--- src/rtl/bcs_pkg.sv ---
package bcs_pkg;

    typedef enum logic {
        WRAP_SEQ = 1'b0,
        WRAP_IL  = 1'b1
    } wrap_e;

endpackage

--- src/rtl/bcs_len_decode.sv ---
module bcs_len_decode #(
    parameter int COL_W    = 8,
    parameter int LEN_W    = 3,
    parameter int MAX_LOG2 = 3
) (
    input  logic [LEN_W-1:0] len_sel,
    input  logic             il_req,
    output logic [COL_W-1:0] win_mask,
    output logic             full_pg,
    output logic             il_eff,
    output logic             bad_combo
);
    import bcs_pkg::*;

    // Length codes above MAX_LOG2 select a full page.
    assign full_pg = (int'(len_sel) > MAX_LOG2);

    // Full page with interleave is flagged and run as sequential.
    assign bad_combo = full_pg && (il_req == WRAP_IL);
    assign il_eff    = il_req && !full_pg;

    for (genvar i = 0; i < COL_W; i++) begin : g_mask
        assign win_mask[i] = full_pg || (i < int'(len_sel));
    end

endmodule

--- src/rtl/bcs_col_gen.sv ---
module bcs_col_gen #(
    parameter int COL_W = 8
) (
    input  logic [COL_W-1:0] base,
    input  logic [COL_W-1:0] idx,
    input  logic [COL_W-1:0] win_mask,
    input  logic             il,
    output logic [COL_W-1:0] col
);
    logic [COL_W-1:0] seq_sum;

    // Carries out of the window are dropped by the mask.
    assign seq_sum = base + idx;

    for (genvar i = 0; i < COL_W; i++) begin : g_bit
        // Bits inside the window take the beat order (R3 sequential, R4 XOR).
        // Bits above the window keep the starting value.
        assign col[i] = win_mask[i] ? (il ? (base[i] ^ idx[i]) : seq_sum[i])
                                    : base[i];
    end

endmodule

--- src/rtl/bcs_ctrl.sv ---
module bcs_ctrl #(
    parameter int COL_W = 8
) (
    input  logic             clk,
    input  logic             rst_n,
    input  logic             go,
    input  logic             intr,
    input  logic             stop,
    input  logic             wr_req,
    input  logic [COL_W-1:0] start_col,
    input  logic [COL_W-1:0] dec_mask,
    input  logic             dec_full,
    input  logic             dec_il,
    input  logic             dec_err,
    output logic [COL_W-1:0] base_o,
    output logic [COL_W-1:0] idx_o,
    output logic [COL_W-1:0] mask_o,
    output logic             il_o,
    output logic             vld_o,
    output logic             wr_o,
    output logic             err_o,
    output logic             done_o
);
    typedef struct packed {
        logic             vld;
        logic             wr;
        logic             il;
        logic             full;
        logic             err;
        logic             done;
        logic [COL_W-1:0] base;
        logic [COL_W-1:0] idx;
        logic [COL_W-1:0] mask;
    } st_t;

    st_t st_d, st_q;
    logic last_beat;

    always_comb begin
        st_d      = st_q;
        st_d.done = 1'b0;
        // Only finite bursts have a last beat.
        // A full-page burst keeps wrapping.
        last_beat = st_q.vld && !st_q.full && (st_q.idx == st_q.mask);

        if (intr) begin
            // An interrupting command restarts from its own column.
            st_d.vld  = 1'b1;
            st_d.wr   = wr_req;
            st_d.il   = dec_il;
            st_d.full = dec_full;
            st_d.err  = dec_err;
            st_d.base = start_col;
            st_d.idx  = '0;
            st_d.mask = dec_mask;
            st_d.done = st_q.vld;
        end else if (st_q.vld) begin
            // While a burst runs, cmd_go has no effect.
            if (stop || last_beat) begin
                // Burst ends; no later write beat is issued.
                st_d.vld  = 1'b0;
                st_d.wr   = 1'b0;
                st_d.err  = 1'b0;
                st_d.done = 1'b1;
            end else begin
                // The index wraps modulo 2^COL_W on a full page.
                st_d.idx = st_q.idx + 1'b1;
            end
        end else if (go) begin
            st_d.vld  = 1'b1;
            st_d.wr   = wr_req;
            st_d.il   = dec_il;
            st_d.full = dec_full;
            st_d.err  = dec_err;
            st_d.base = start_col;
            st_d.idx  = '0;
            st_d.mask = dec_mask;
        end
    end

    // All state clears on reset.
    always_ff @(posedge clk) begin
        if (!rst_n) begin
            st_q <= '0;
        end else begin
            st_q <= st_d;
        end
    end

    assign base_o = st_q.base;
    assign idx_o  = st_q.idx;
    assign mask_o = st_q.mask;
    assign il_o   = st_q.il;
    assign vld_o  = st_q.vld;
    assign wr_o   = st_q.vld && st_q.wr;
    assign err_o  = st_q.vld && st_q.err;
    assign done_o = st_q.done;

endmodule

--- src/rtl/burst_col_seq.sv ---
module burst_col_seq #(
    parameter int COL_W    = 8,
    parameter int LEN_W    = 3,
    parameter int MAX_LOG2 = 3
) (
    input  logic             clk,
    input  logic             rst_n,
    input  logic             cmd_go,
    input  logic             cmd_intr,
    input  logic             burst_stop,
    input  logic             cmd_write,
    input  logic             wrap_il,
    input  logic [LEN_W-1:0] len_sel,
    input  logic [COL_W-1:0] start_col,
    output logic [COL_W-1:0] beat_col,
    output logic             beat_vld,
    output logic             beat_wr,
    output logic             burst_done,
    output logic             mode_err
);
    logic [COL_W-1:0] dec_mask;
    logic             dec_full;
    logic             dec_il;
    logic             dec_err;
    logic [COL_W-1:0] cur_base;
    logic [COL_W-1:0] cur_idx;
    logic [COL_W-1:0] cur_mask;
    logic             cur_il;

    bcs_len_decode #(
        .COL_W    (COL_W),
        .LEN_W    (LEN_W),
        .MAX_LOG2 (MAX_LOG2)
    ) u_dec (
        .len_sel   (len_sel),
        .il_req    (wrap_il),
        .win_mask  (dec_mask),
        .full_pg   (dec_full),
        .il_eff    (dec_il),
        .bad_combo (dec_err)
    );

    bcs_ctrl #(
        .COL_W (COL_W)
    ) u_ctrl (
        .clk       (clk),
        .rst_n     (rst_n),
        .go        (cmd_go),
        .intr      (cmd_intr),
        .stop      (burst_stop),
        .wr_req    (cmd_write),
        .start_col (start_col),
        .dec_mask  (dec_mask),
        .dec_full  (dec_full),
        .dec_il    (dec_il),
        .dec_err   (dec_err),
        .base_o    (cur_base),
        .idx_o     (cur_idx),
        .mask_o    (cur_mask),
        .il_o      (cur_il),
        .vld_o     (beat_vld),
        .wr_o      (beat_wr),
        .err_o     (mode_err),
        .done_o    (burst_done)
    );

    bcs_col_gen #(
        .COL_W (COL_W)
    ) u_col (
        .base     (cur_base),
        .idx      (cur_idx),
        .win_mask (cur_mask),
        .il       (cur_il),
        .col      (beat_col)
    );

endmodule

--- config.mk ---
export PLATFORM = sky130hd
export DESIGN_NAME = burst_col_seq
export DESIGN_NICKNAME = d
export VERILOG_FILES = /design/src/rtl/bcs_pkg.sv /design/src/rtl/bcs_len_decode.sv /design/src/rtl/bcs_col_gen.sv /design/src/rtl/bcs_ctrl.sv /design/src/rtl/burst_col_seq.sv
export SDC_FILE = /design/constraint.sdc
export NUM_CORES = 1
export LEC_CHECK = 0
export BUFFER_PORTS_ARGS = -buffer_cell sky130_fd_sc_hd__clkbuf_2
export CORE_MARGIN = 2
export CORE_UTILIZATION = 45
export DETAILED_ROUTE_END_ITERATION = 7
export PLACE_DENSITY = 0.7
export SYNTH_ARGS = -nofsm -noshare
export SYNTH_HDL_FRONTEND = slang
export SYNTH_SLANG_ARGS = --single-unit
--- constraint.sdc ---
create_clock -name clk -period 1.86 [get_ports clk]
set_clock_uncertainty 0.1 [all_clocks]
set_input_delay 0.372 -clock clk [delete_from_list [all_inputs] [get_ports clk]]
set_output_delay 0.372 -clock clk [all_outputs]
set_load 0.05 [all_outputs]
# Yosys cells after proc, flatten, opt, wreduce, memory -nomap -nowiden
# Cells that the tools add are included.
word_totals:
  regBits: 30
  latch_bits: 0
  ramBits: 0
  romBits: 0
  in_bits: 18
  output_inout_bits: 12
  n_memories: 0
classes:
  add_sub_neg: 2
  mul: 0
  div_mod_pow: 0
  magnitude_cmp: 8
  n_eq_ne: 4
  shift: 0
  n_mux: 29
  bitwise_logic: 9
  n_reduce_logical: 23
op_table:
  columns: ["op", "count"]
  rows:
  - ["8-bit two-way mux", 4]
  - ["30-bit two-way mux", 1]
  - ["24-bit two-way mux", 1]
  - ["1-bit two-way mux", 18]
  - ["3-bit < comparator (first input constant)", 3]
  - ["8-bit by 1-bit adder with 8-bit output (second input constant)", 1]
  - ["8-bit adder", 1]
  - ["8-bit == test", 1]
  - ["1-bit logical OR", 8]
  - ["2-bit two-way mux", 4]
  - ["1-bit bitwise XOR", 8]
  - ["1-bit logical AND", 6]
  - ["1-bit by 3-bit < comparator with 1-bit output (first input constant)", 2]
  - ["2-bit by 3-bit < comparator with 1-bit output (first input constant)", 2]
  - ["2-bit AND reduction", 3]
  - ["5-bit two-way mux", 1]
  - ["2-bit != test (second input constant)", 2]
  - ["2-bit nonzero test", 2]
  - ["3-bit by 2-bit > comparator with 1-bit output (second input constant)", 1]
  - ["3-bit != test (second input constant)", 1]
  - ["3-bit nonzero test", 1]
  - ["1-bit zero test", 2]
  - ["2-bit OR reduction", 1]
  - ["1-bit NOT", 1]

# Depth between registers and ports, before layout
depth:
  word_depth: 7
  mapped_depth: 8

# Hierarchy
# From an unflattened synthesis, not the netlist that was laid out.
hier_totals:
  cells_unflattened: 260
  hier_area_um2: 2072.0
modules_own_cells:
  columns: ["module", "instances", "cells_each", "area_each_um2"]
  rows:
  - ["bcs_ctrl", 1, 188, 1582.8]
  - ["bcs_col_gen", 1, 61, 417.9]
  - ["bcs_len_decode", 1, 11, 71.3]

# Worst setup path before layout
# OpenSTA, ideal clock, no wires.
synth_path:
  path_kind: "reg2out"
  from: "register u_ctrl.st_q, in the netlist u_ctrl.idx_o[1]"
  to: "output port beat_col[7]"
  arrival_ns: 2.631
  required_ns: 1.388
  slack_ns: -1.243
  stages_incl_launch_ff: 7
  cell_sequence: "dfxtp_1 -> ha_1 -> a21o_1 -> and4_1 -> o31ai_1 -> xor2_1 -> o32ai_1"
synth_via:
  elab_chain_cells: 3
synth_rtl:
  columns: ["item", "line_no", "rtl"]
  rows:
  - ["start: declaration", "bcs_ctrl.sv:36", "st_t st_d, st_q;"]
  - ["start signal: assignment", "bcs_ctrl.sv:86", "st_q <= st_d;"]
  - ["8-bit adder", "bcs_col_gen.sv:13", "assign seq_sum = base + idx;"]
  - ["1-bit two-way mux (2 in a row)", "bcs_col_gen.sv:18", "assign col[i] = win_mask[i] ? (il ? (base[i] ^ idx[i]) : seq_sum[i])"]
  - ["end: declaration", "burst_col_seq.sv:15", "output logic [COL_W-1:0] beat_col,"]
# No other way between the ends.

# Final worst setup path
layout_path:
  from: "register u_ctrl.st_q, in the netlist u_ctrl.base_o[1]"
  to: "output port beat_col[7]"
# Same word-level chain as after synthesis.

==> flow_summary_export.csv <==
group,metric,value,unit
placed_design,hpwl,3920,um
route,drt-met1-wl,2210,um
route,ant_nets,0,
run_status,violations,"setup timing",
route,wl_per_cell,15.3,um
cts,cts_tree,"built",
logic_synthesis,synth-seq-cells,29,
setup_path,r2r_end,"u_ctrl.idx_o[3]$_SDFFE_PP0P_",
final_layout,fin_util,0.721,
min_path,whs_path_depth,3,
final_layout,layoutNonFillerInstCount,356,
route,drc_errors,0,
flow_run,maxCapViolCount,0,
cts,clk_pin_slew,0.06,ns
logic_synthesis,synth_top_area_frac,0.312,
setup_path,cp-end-kind,"output pin",
route,wl_met2,2770,um
route,viasPerCell,5.44,
die,dieArea,4660,um^2
cts,clk_latency,0.29,ns
timing,hold_slack,0.205,ns
cts,cts.sinks,29,
timing,rsz0062_at_grt,"true",
die,die_h,68.3,um
timing,min_period,2.50,ns
final_layout,area.growth.synth_to_final,54.9,%
setup_path,path_class,"reg -> out",
setup_path,r2r_setup_slack,-0.02,ns
run_status,status,"finished, violations left",
setup_path,reg2reg_depth,7,
setup_path,slowest_delay,0.36,ns
logic_synthesis,dominantRegCellSynth,"dfxtp_1",
final_layout,layout_commonest_cell,"buf_4",
setup_path,start_kind,"flip-flop",
route,wirelength,5450,um
grt,grt_usage,0.243,
logic_synthesis,synth.net_count,257,
timing,timing.slew.headroom,0.704,
logic_synthesis,ys_warn_count,0,
route,routed.top_layer,"met4",
route,drt_iter0_markers,70,
timing,worst_pin_slew,0.442,ns
timing,drv_slew,0,
logic_synthesis,synthDistinctLibCells,50,
min_path,hp-start,"start_col[0]",
die,rows,23,
route,num_vias,1938,
grt,grt_start_max_net_pins,22,
pwr,fin_total_pwr,1.84,mW
min_path,min_delay_worst_endpoint,"u_ctrl.base_o[0]$_SDFFE_PN0P_",
setup_path,cp_slowest_cell,"dfxtp_4",
min_path,hp-class,"in -> reg",
cts,cts-root-buf,"clkbuf_8",
route,first_pass_iters,4,
setup_path,required,1.39,ns
timing,fin_crit_sh,1.34,
grt,grt_pass1_vias,1792,
setup_path,cp.arrival,2.02,ns
placed_design,post_dp_cell_area,2540,um^2
logic_synthesis,synth_area_leaders,"dfxtp_1, nand2_1, ha_1, a21boi_1, a21oi_1",
setup_path,reg2reg_from,"u_ctrl.idx_o[3]$_SDFFE_PP0P_",
setup_path,critPathMaxFanout,3,
die,coreArea,4000,um^2
timing,hold_violations,0,
timing,setup_viol,10,
logic_synthesis,synth_edf_count,0,
final_layout,mostFrequentLayoutCells,"buf_4, nand2_1, clkbuf_2, dfxtp_1, nor2_1",
final_layout,drive_above_1_share,0.438,
grt,grt-ovfl-total,0,
timing,setup_ws,-0.636,ns
die,initial_core_util,0.465,
timing,fmax,401,MHz
logic_synthesis,synth_cells,230,
pwr,power.density,640,nW/um^2
final_layout,antenna_cells,0,
logic_synthesis,async_flop_share,0,
setup_path,crit_path_cell_trace,"ha_4 -> a21o_1 -> and4_4 -> o31ai_4 -> xor2_1 -> o32ai_4 -> buf_12",
die,die_x,68.3,um
grt,antenna_found_initial,0,
pwr,vdd_drop_max,0.543,mV
pwr,p_leak,1.19,nW
logic_synthesis,synth_area_per_cell,8.09,um^2
placed_design,placed_cells,342,
die,io_pins,30,
cts,cts_inserted_buffers,5,
cts,htree_num_levels,2,
grt,grt_pass1_wl,8310,um
cts,ctsLongestPathBuffers,2,
placed_design,io_buffers,29,
logic_synthesis,yosysTopAreaCell,"dfxtp_1",
final_layout,nets,332,
setup_path,crit_start,"u_ctrl.base_o[1]$_SDFFE_PN0P_",
route,wl_met3,324,um
placed_design,place_ws,-0.408,ns
timing,finalSetupTns,-3.83,ns
logic_synthesis,netlist_area,1860,um^2
placed_design,gp_congestion,0.929,
final_layout,fin_area,2880,um^2
final_layout,fillers,297,
logic_synthesis,seq_area_frac_synth,0.312,
[logic make-up after synthesis]
family,Yosys count,share of synthesized area
AOI/OAI and AO/OA,53,0.202
xor gates and xnor gates,11,0.0518
adders and majority gates,9,0.0646
buffers and inverters,18,0.0410
DFF,29,0.312
muxes,6,0.0330
and+or+nand+nor,104,0.296
[final cells by class]
type | count | area [um^2] | area share
Sequential cell | 29 | 599 | 0.208
Clock inverter | 1 | 30.0 | 0.0104
Clock buffer | 7 | 86.3 | 0.0299
Tap cell | 50 | 62.6 | 0.0217
Inverter | 9 | 33.8 | 0.0117
Timing Repair Buffer | 77 | 617 | 0.214
Multi-Input combinational cell | 183 | 1450 | 0.504
[flip-flops by register name (all words and copies together), names as in the netlist]
name and flops:
u_ctrl.vld_o 1, u_ctrl.done_o 1, u_ctrl.idx_o 8, u_ctrl.base_o 8
u_ctrl.mask_o 7, u_ctrl.st_q 3, u_ctrl.il_o 1
[report_power, final]
part           switching [mW]  internal, mW
logic                   0.264         0.213
clock network           0.248         0.436
registers              0.0331         0.651
total                   0.545          1.30
[Yosys cell counts, types with 2 or more instances]
cell type,count
nor3_1,4
and3_1,2
nand2_1,35
dfxtp_1,29
a31oi_1,2
xnor2_1,6
xor2_1,5
nand3b_1,2
mux2i_1,5
nor4_1,3
o31ai_1,2
nand4_1,2
o21ai_0,7
a21boi_1,10
clkbuf_1,7
nor2_1,12
inv_1,9
ha_1,8
and2_1,5
a21boi_0,2
nand2b_1,6
nor2b_1,11
or3_1,2
nand3_1,8
a21oi_1,15
o22ai_1,2
o211ai_1,2
nor3b_1,5
[repair_timing]
item,CTS,global route
hold buffers,0,0
gates resized for setup,23,23
setup buffers,3,5
setup endpoints to repair,12,15
pin swaps,12,13
[worst max-delay path, delay by kind of cell (launching register included)]
family | cells | cell delay [ns]
fa+ha+maj | 1 | 0.24
xor+xnor | 1 | 0.13
flops | 1 | 0.36
buf+inv | 1 | 0.17
compound gates | 3 | 0.67
simple gates | 1 | 0.17
[worst max path at each step]
stage                        endpoint  cells past startpoint  slack (ns)
after floorplan           beat_col[7]                      5       -0.41
after global placement    beat_col[5]                      7       -0.37
after detailed placement  beat_col[4]                      9       -0.41
after CTS                 beat_col[6]                      9       -0.63
after global routing      beat_col[6]                      9       -0.71
final                     beat_col[7]                      7       -0.64
[routing by layer]
metal | vias up | GRT usage
met4 | 0 | 0.0775
met3 | 13 | 0.0461
met2 | 58 | 0.414
met1 | 909 | 0.309
li1 | 958 | -
met5 | - | 0
Power figures use the tool's default switching activity.
